[config.mk]
export PLATFORM = sky130hd
export DESIGN_NAME = hd_engine
export DESIGN_NICKNAME = d
export VERILOG_FILES = /design/src/rtl/hd_pkg.sv /design/src/rtl/hd_lut_bank.sv /design/src/rtl/hd_sum_tree.sv /design/src/rtl/hd_ctrl.sv /design/src/rtl/hd_engine.sv
export SDC_FILE = /design/constraint.sdc
export NUM_CORES = 1
export LEC_CHECK = 0
export BUFFER_PORTS_ARGS = -buffer_cell sky130_fd_sc_hd__buf_4
export CORE_AREA = 4 4 397 399
export DETAILED_ROUTE_END_ITERATION = 12
export DIE_AREA = 0 0 401 403
export HOLD_SLACK_MARGIN = 0.02
export PLACE_DENSITY = 0.4
export SYNTH_ARGS = -nofsm -noshare
export SYNTH_HDL_FRONTEND = slang
export SYNTH_SLANG_ARGS = --single-unit
[constraint.sdc]
create_clock -name clk -period 18.97 [get_ports clk]
set_input_delay 0.9485 -clock clk [delete_from_list [all_inputs] [get_ports clk]]
set_output_delay 0.9485 -clock clk [all_outputs]
set_load 0.01 [all_outputs]
[src/rtl/hd_pkg.sv]
package hd_pkg;

  // Lookup table image: up to 16 entries, each a 3-bit count (max 4 ones)
  typedef logic [15:0][2:0] lut_rom_t;

  function automatic int ceil_div(input int num, input int den);
    return (num + den - 1) / den;
  endfunction

  // Table contents: entry e holds the number of ones in the low aw bits of e
  function automatic lut_rom_t build_rom(input int aw);
    lut_rom_t r;
    r = '0;
    for (int e = 0; e < (1 << aw); e++) begin
      int c;
      c = 0;
      for (int k = 0; k < aw; k++) c += (e >> k) & 1;
      r[e] = 3'(c);
    end
    return r;
  endfunction

endpackage

[src/rtl/hd_lut_bank.sv]
module hd_lut_bank
  import hd_pkg::*;
#(
  parameter int AW     = 4,
  parameter int GROUPS = 32,
  localparam int SEGP  = GROUPS * AW
) (
  input  logic [SEGP-1:0]         seg_i,
  output logic [GROUPS-1:0][2:0]  cnt_o
);

  localparam lut_rom_t ROM = build_rom(AW);

  for (genvar g = 0; g < GROUPS; g++) begin : g_tab
    logic [3:0] addr;
    always_comb begin
      addr     = 4'(seg_i[g*AW +: AW]);
      cnt_o[g] = ROM[addr];
    end
  end

endmodule

[src/rtl/hd_sum_tree.sv]
module hd_sum_tree #(
  parameter int GROUPS = 32,
  parameter int SW     = 8
) (
  input  logic [GROUPS-1:0][2:0] cnt_i,
  output logic [SW-1:0]          sum_o
);

  // Pairwise reduction: level widths halve, rounded up
  localparam int LEVELS = (GROUPS > 1) ? $clog2(GROUPS) : 0;

  logic [LEVELS:0][GROUPS-1:0][SW-1:0] lvl;

  for (genvar g = 0; g < GROUPS; g++) begin : g_in
    assign lvl[0][g] = SW'(cnt_i[g]);
  end

  for (genvar l = 0; l < LEVELS; l++) begin : g_lvl
    localparam int NIN  = hd_pkg::ceil_div(GROUPS, 1 << l);
    localparam int NOUT = hd_pkg::ceil_div(NIN, 2);
    for (genvar n = 0; n < GROUPS; n++) begin : g_node
      if (n < NOUT && 2*n+1 < NIN) begin : g_add
        assign lvl[l+1][n] = lvl[l][2*n] + lvl[l][2*n+1];
      end else if (n < NOUT) begin : g_pass
        assign lvl[l+1][n] = lvl[l][2*n];
      end else begin : g_zero
        assign lvl[l+1][n] = '0;
      end
    end
  end

  assign sum_o = lvl[LEVELS][0];

endmodule

[src/rtl/hd_ctrl.sv]
module hd_ctrl #(
  parameter int SEGMENTS = 4,
  localparam int SIDX_W  = (SEGMENTS > 1) ? $clog2(SEGMENTS) : 1
) (
  input  logic              clk,
  input  logic              rst_n,
  input  logic              start_i,
  output logic              accept_o,
  output logic              busy_o,
  output logic              feed_o,
  output logic [SIDX_W-1:0] seg_idx_o,
  output logic              pv_o,
  output logic              done_o
);

  localparam logic [SIDX_W-1:0] LAST = SIDX_W'(SEGMENTS - 1);

  logic pv_last;
  logic feed_last;

  assign accept_o  = start_i && !busy_o;
  assign feed_last = feed_o && (seg_idx_o == LAST);

  always_ff @(posedge clk) begin
    if (!rst_n) begin
      busy_o    <= 1'b0;
      feed_o    <= 1'b0;
      seg_idx_o <= '0;
      pv_o      <= 1'b0;
      pv_last   <= 1'b0;
      done_o    <= 1'b0;
    end else begin
      pv_o    <= feed_o;
      pv_last <= feed_last;
      done_o  <= pv_o && pv_last;
      if (accept_o) begin
        busy_o    <= 1'b1;
        feed_o    <= 1'b1;
        seg_idx_o <= '0;
      end else begin
        if (pv_o && pv_last) busy_o <= 1'b0;
        if (feed_last)       feed_o <= 1'b0;
        if (feed_o && !feed_last) seg_idx_o <= seg_idx_o + 1'b1;
      end
    end
  end


  done_pulse_chk: assert property (@(posedge clk) disable iff (!rst_n)
    done_o |=> !done_o);


  busy_done_chk: assert property (@(posedge clk) disable iff (!rst_n)
    done_o |-> !busy_o);

endmodule

[src/rtl/hd_engine.sv]
module hd_engine
  import hd_pkg::*;
#(
  parameter int WIDTH    = 512,
  parameter int LUT_AW   = 4,
  parameter int SEGMENTS = 4,
  localparam int DW      = $clog2(WIDTH + 1)
) (
  input  logic             clk,
  input  logic             rst_n,
  input  logic             start_i,
  input  logic [WIDTH-1:0] opa_i,
  input  logic [WIDTH-1:0] opb_i,
  output logic             busy_o,
  output logic             done_o,
  output logic [DW-1:0]    dist_o
);

  localparam int SEG_W  = ceil_div(WIDTH, SEGMENTS);
  localparam int GROUPS = ceil_div(SEG_W, LUT_AW);
  localparam int SEGP   = GROUPS * LUT_AW;
  localparam int PAD_W  = SEGMENTS * SEGP;
  localparam int PSW    = $clog2(SEGP + 1);
  localparam int SIDX_W = (SEGMENTS > 1) ? $clog2(SEGMENTS) : 1;
  localparam int LAT    = SEGMENTS + 1;
  localparam int LCW    = $clog2(LAT + 2);

  logic              accept;
  logic              feed;
  logic              pv;
  logic [SIDX_W-1:0] seg_idx;
  logic [PAD_W-1:0]  diff_q;
  logic [SEGP-1:0]   seg;
  logic [GROUPS-1:0][2:0] cnt;
  logic [PSW-1:0]    seg_sum;
  logic [PSW-1:0]    psum_q;
  logic [DW-1:0]     acc_q;

  hd_ctrl #(.SEGMENTS(SEGMENTS)) u_ctrl (
    .clk       (clk),
    .rst_n     (rst_n),
    .start_i   (start_i),
    .accept_o  (accept),
    .busy_o    (busy_o),
    .feed_o    (feed),
    .seg_idx_o (seg_idx),
    .pv_o      (pv),
    .done_o    (done_o)
  );

  // Difference vector, zero padded above WIDTH
  always_ff @(posedge clk) begin
    if (!rst_n)      diff_q <= '0;
    else if (accept) diff_q <= PAD_W'(opa_i ^ opb_i);
  end

  assign seg = diff_q[int'(seg_idx)*SEGP +: SEGP];

  hd_lut_bank #(.AW(LUT_AW), .GROUPS(GROUPS)) u_bank (
    .seg_i (seg),
    .cnt_o (cnt)
  );

  hd_sum_tree #(.GROUPS(GROUPS), .SW(PSW)) u_tree (
    .cnt_i (cnt),
    .sum_o (seg_sum)
  );

  always_ff @(posedge clk) begin
    if (!rst_n) begin
      psum_q <= '0;
      acc_q  <= '0;
    end else begin
      if (feed) psum_q <= seg_sum;
      if (accept)  acc_q <= '0;
      else if (pv) acc_q <= acc_q + DW'(psum_q);
    end
  end

  assign dist_o = acc_q;

  // Cycles since the accepting edge, for the latency check
  logic [LCW-1:0] lat_cnt;
  always_ff @(posedge clk) begin
    if (!rst_n)      lat_cnt <= '0;
    else if (accept) lat_cnt <= '0;
    else if (busy_o) lat_cnt <= lat_cnt + 1'b1;
  end


  latency_chk: assert property (@(posedge clk) disable iff (!rst_n)
    done_o |-> (lat_cnt == LCW'(LAT)));


  clear_on_start_chk: assert property (@(posedge clk) disable iff (!rst_n)
    accept |=> (busy_o && dist_o == '0));


  ignore_busy_start_chk: assert property (@(posedge clk) disable iff (!rst_n)
    (start_i && busy_o) |=> $stable(diff_q));


  no_overflow_chk: assert property (@(posedge clk) disable iff (!rst_n)
    dist_o <= DW'(WIDTH));


  seg_sum_range_chk: assert property (@(posedge clk) disable iff (!rst_n)
    psum_q <= PSW'(SEGP));

endmodule

# == Yosys cells after proc, flatten, opt, wreduce, memory -nomap -nowiden ==
# Memory sizes are Yosys's and may differ from the RTL's.
# Cells that the tools add are included.
# word_totals
ff_bits,537
rom_bits,1536
in_bits,1027
out_inout_bits,12
elab_cells,155
memories,32
# memory_table
memory,words,width,read_ports,rd_clocked_by_memory_dff,write_ports,line_no,rtl
(no name shown),16,3,1,0,0,hd_lut_bank.sv:18,cnt_o[g] = ROM[addr];
(no name shown),16,3,1,0,0,hd_lut_bank.sv:18,
(no name shown),16,3,1,0,0,hd_lut_bank.sv:18,
(no name shown),16,3,1,0,0,hd_lut_bank.sv:18,
(no name shown),16,3,1,0,0,hd_lut_bank.sv:18,
(no name shown),16,3,1,0,0,hd_lut_bank.sv:18,
+26 memories,--,--,--,--,--,--,
# classes
add_sub_neg,33
n_lt_le_gt_ge,32
eq_ne,1
n_shift,1
muxes,36
bitwise_logic,2
n_reduce_logical,9
# ops
cell,count
$shiftx A512 B10 Y128,1
$xor A512 B512 Y512,1
$lt A4 B5 Y1 const B,32
$add A8 B8 Y8,15
$mux W3,32
$add A3 B3 Y4,16
$add A10 B8 Y10,1
$logic_and A1 B1 Y1,4
$mux W1,4
$reduce_bool A2 Y1,2
$add A2 B1 Y2 const B,1
$eq A2 B2 Y1 const B,1
$logic_not A1 Y1,2
$reduce_or A2 Y1,1
$not A1 Y1,1

# == Longest topological paths before layout ==
# logic_depth
depth_word,8
ltp_mapped,31
depth_no_buf,28

# == Modules after synthesis ==
# Synthesis repeated with hierarchy kept, for this count alone.
# unflattened
hier_cells,3181
area_unflattened_um2,32708.9
# by_module_without_submodules
module,n_inst,cells_per_inst,area_each_um2,seq_area_each_um2
hd_engine,1,2486,26549.2,10610.2
hd_sum_tree,1,302,3010.4,0.0
hd_lut_bank,1,372,2887.8,0.0
hd_ctrl,1,21,261.5,140.1

# == Worst setup path after synthesis ==
# OpenSTA, ideal clock, no wires.
# synth_path
path_type,register -> register
start,register u_ctrl.seg_idx_o[1]
end,register psum_q[6]
setup_time_ns,0.074
arrival_ns,7.039
t_required_ns,18.896
slack_ns,11.857
path_stages_with_launch,30
path_buffers,3
period_less_slack_ns,7.113
path_cell_list,dfxtp_1 -> buf_6 -> buf_4 -> buf_2 -> mux4_2 -> inv_1 -> ha_1 -> xor2_1 -> ha_1 -> inv_1 -> fa_1 -> xnor2_1 -> fa_1 -> inv_1 -> fa_1 -> fa_1 -> inv_1 -> fa_1 -> fa_1 -> inv_1 -> fa_1 -> inv_1 -> ha_1 -> inv_1 -> fa_1 -> inv_1 -> a21o_1 -> a21oi_1 -> xor2_1 -> o21ai_0
# synth_via
elab_chain_len,8
word_cells_on_any_way,96
classes_between,add/sub (31); shift (1); mux (32); memory (32)
# synth_lines
item,line_no,rtl
"start, declared",hd_ctrl.sv:11,"output logic [SIDX_W-1:0] seg_idx_o,"
"start signal, assigned",hd_ctrl.sv:43,if (feed_o && !feed_last) seg_idx_o <= seg_idx_o + 1'b1;
$shiftx A512 B10 Y128 *,hd_engine.sv:57,assign seg = diff_q[int'(seg_idx)*SEGP +: SEGP];
$mem_v2 Z16 W3,--,
$mux W3 (implied by the code),hd_lut_bank.sv:18,
$add A3 B3 Y4,hd_sum_tree.sv:23,assign lvl[l+1][n] = lvl[l][2*n] + lvl[l][2*n+1];
$add A8 B8 Y8 (3 in series),hd_sum_tree.sv:23,
$add A8 B8 Y8 *,hd_sum_tree.sv:23,
"end signal, assigned",hd_engine.sv:74,if (feed) psum_q <= seg_sum;
"end, declared",hd_engine.sv:36,logic [PSW-1:0] psum_q;
# Mark *: on every way between the ends. The rest lies on a longest branch, timed or not. The select of a mux whose other input is x is not followed.
# A chain may end at the register's enable or synchronous reset.

# == Final worst setup path ==
# Same ends and word-level chain as after synthesis.

==> qor.csv <==
stage;metric;value;unit
global_route;grt-ovfl-total;0;
synthesis;ys_top_cells_by_area;dfxtp_1 36%, xnor2_1 17%, mux4_2 9.7%, o21ai_0 9.0%, nand2_1 7.3%;
clock_network;cts_tree;done;
drt;route.detailed.drc;0;
place;place_congestion;0.842;
die;die_x;401;µm
synthesis;syn_nets;4387;
drt;routedWlPerCell;19.9;µm
final_layout;final_cell_mix;1056 x buf_4, 576 x nand2_1, 571 x xnor2_1;
drt;ant_nets;0;
min_path;hold_class;reg -> reg;
drt;wl;124000;µm
synthesis;yosys.area_share.adder;11.4;%
global_route;grt_pass1_vias;26403;
die;die-area;0.162;mm²
setup_path;worst-path-buf-inv;8;
drt;num_vias;24812;
synthesis;yosys-mux-area-fraction;10.0;%
pwr;vdd.ir_drop.worst;0.456;mV
synthesis;synthXorXnorAreaFrac;17.7;%
synthesis;synthArstFlopShare;0;%
synthesis;synth_area;0.0298;mm²
drt;top_layer;met4;
setup_path;cp.arrival;8.98;ns
pwr;p_leak;17.5;nW
clock_network;h-tree-depth;3;
setup_path;cpMostUsedCell;fa_1;
final_layout;layout_commonest_cell;buf_4;
setup_path;slowest_stage;buf_4;
clock_network;cts_resized;0;
synthesis;synth_top_family_by_area;XOR/XNOR gates;
synthesis;yosys.area_share.simple;9.36;%
sta;skew;0.0357;ns
sta;slew_headroom;25.1;%
setup_path;cp_top_family;adder cells;
setup_path;slowest_delay;0.77;ns
clock_network;clockRootBuffer;clkbuf_16;
sta;rsz0062_at_grt;no;
global_route;grt_usage;14.8;%
run_status;outcome;finished, final reports clean;
die;pin_count;1039;
synthesis;synth_edf_count;0;
clock_network;postCtsSetupRepairBufs;0;
global_route;grt_pass1_wl;176000;µm
sta;finalHoldViolations;0;
synthesis;synth_compound_area_share;11.3;%
setup_path;path_class;reg -> reg;
drt;met2_length;63100;µm
drt;viasPerCell;3.99;
sta;setup_violations;0;
synthesis;syn_inst;3129;
place;port_buffers;1038;
synthesis;yosys_most_used_dff;dfxtp_1;
synthesis;yosys_warnings;0;
sta;drv_slew;0;
flow_run;max_cap_violations;0;
setup_path;crit_path_end_kind;flop;
die;start_util;19.4;%
die;die_h;403;µm
drt;drtPass1Iterations;4;
sta;min_period_over_period;44.4;%
sta;fmax;0.119;GHz
synthesis;synth_top_area_share;36.1;%
global_route;antenna_found_initial;19;
synthesis;synth_top_area_cell;dfxtp_1;
setup_path;crit_required;19.52;ns
die;placementRows;144;
sta;setup_tns;0;ns
die;coreArea;0.154;mm²
final_layout;drive_gt1_share;31.5;%
synthesis;yosysSeqAreaShare;36.1;%
drt;routed-wl-met3;5410;µm
place;dp_hpwl;102000;µm
sta;worst_pin_slew;1.12;ns
pwr;powerDensity;129;mW/mm²
final_layout;n_fill_cell;16597;
clock_network;insertion_delay;0.66;ns
synthesis;synth.ff_latch_count;537;
clock_network;cts.clk_slew.worst_paths;0.06;ns
drt;wl_met1;53600;µm
synthesis;synth_cell_types;43;
clock_network;clockBufferDepth;3;
setup_path;cp_max_fo;44;
final_layout;nNetsFinal;5368;
sta;period_needed;8.43;ns
final_layout;area_growth_syn_to_layout;41.3;%
synthesis;synth.avg_cell_area;9.52;µm²
drt;first_iter_violations;981;
sta;setup_ws;10.54;ns
clock_network;ctsHoldBuffers;0;
clock_network;cts_buffers;70;
global_route;grt_max_degree;101;
setup_path;startpoint_type;flop;
clock_network;clock_sinks;537;
place;dp_slack;10.27;ns
[where the power goes]
group | internal (mW) | leakage [nW] | switching, mW
sequential | 1.22 | 4.41 | 0.0584
combinational | 1.21 | 11.9 | 1.54
clock | 0.836 | 1.17 | 0.565
total | 3.26 | 17.5 | 2.17
[cell usage after synthesis (all sizes together) (2+ instances only)]
| master | count |
|---|---|
| nand2 | 576 |
| xnor2 | 573 |
| o21ai | 538 |
| dfxtp | 537 |
| ha | 162 |
| inv | 162 |
| mux4 | 128 |
| clkbuf | 97 |
| fa | 69 |
| buf | 50 |
| nor2 | 41 |
| and3 | 34 |
| a21o | 29 |
| xor2 | 26 |
| o221ai | 18 |
| a21oi | 13 |
| mux2i | 10 |
| nand3 | 10 |
| nor3 | 8 |
| and2 | 7 |
| a221oi | 6 |
| nor2b | 6 |
| a32o | 4 |
| nand3b | 4 |
| nand2b | 3 |
| a211oi | 2 |
| a31oi | 2 |
| nand4b | 2 |
| o211a | 2 |
| o211ai | 2 |
[metal layers]
metal  GRT usage [%]  up-vias
li1                -    12438
met1            18.5    11690
met2            26.4      575
met3            2.93      109
met4            2.76        0
met5               0        -
[through the flow]
step	total power [mW]	instance area [µm²]	cells	hold WS [ns]	utilization (%)
6_report	5.43	42100	6215	0.446	27.4
5_1_grt	5.92	42100	6207	0.469	27.3
4_1_cts	5.54	42100	6206	0.450	27.3
3_5_place_dp	4.09	39700	6082	0.437	25.8
3_3_place_gp	4.13	39700	6082	0.430	25.8
2_1_floorplan	3.03	29800	3129	0.420	-
[sequential cells by signal, indices dropped and copies added (netlist names)]
name              cells
diff_q              512
dist_o               10
psum_q                8
u_ctrl.busy_o         1
u_ctrl.done_o         1
u_ctrl.feed_o         1
u_ctrl.pv_last        1
u_ctrl.pv_o           1
u_ctrl.seg_idx_o      2
[worst min-delay path, cell delays in order (launching register included)]
cell,delay [ns]
dfxtp_1,0.32
nand2_1,0.04
o21ai_0,0.05
[logic make-up after synthesis]
group / Yosys count
and+or+nand+nor: 694
AOI/OAI and AO/OA: 621
xor gates and xnor gates: 599
DFF: 537
buffers and inverters: 309
adders and majority gates: 231
muxes: 138
[final timing paths]
check	endpoint	slack, ns	from	cells after the start
worst min-delay path	diff_q[499]	0.45	diff_q[499]	2
worst max-delay path	psum_q[6]	10.54	u_ctrl.seg_idx_o[1]	26
worst max register to register	psum_q[6]	10.54	u_ctrl.seg_idx_o[1]	26
worst min register to register	diff_q[499]	0.45	diff_q[499]	2
[cell type report]
| class | instances | area, µm² | area share [%] |
|---|---|---|---|
| tap | 2044 | 2560 | 6.08 |
| clock inverter | 30 | 472 | 1.12 |
| antenna | 9 | 22.5 | 0.0535 |
| multi-input combinational | 2283 | 17800 | 42.3 |
| clock buffer | 94 | 1930 | 4.59 |
| sequential | 537 | 10800 | 25.6 |
| inverter | 162 | 608 | 1.44 |
| timing repair buffer | 1056 | 7930 | 18.8 |
No activity file was read; power rests on OpenSTA's default activity.
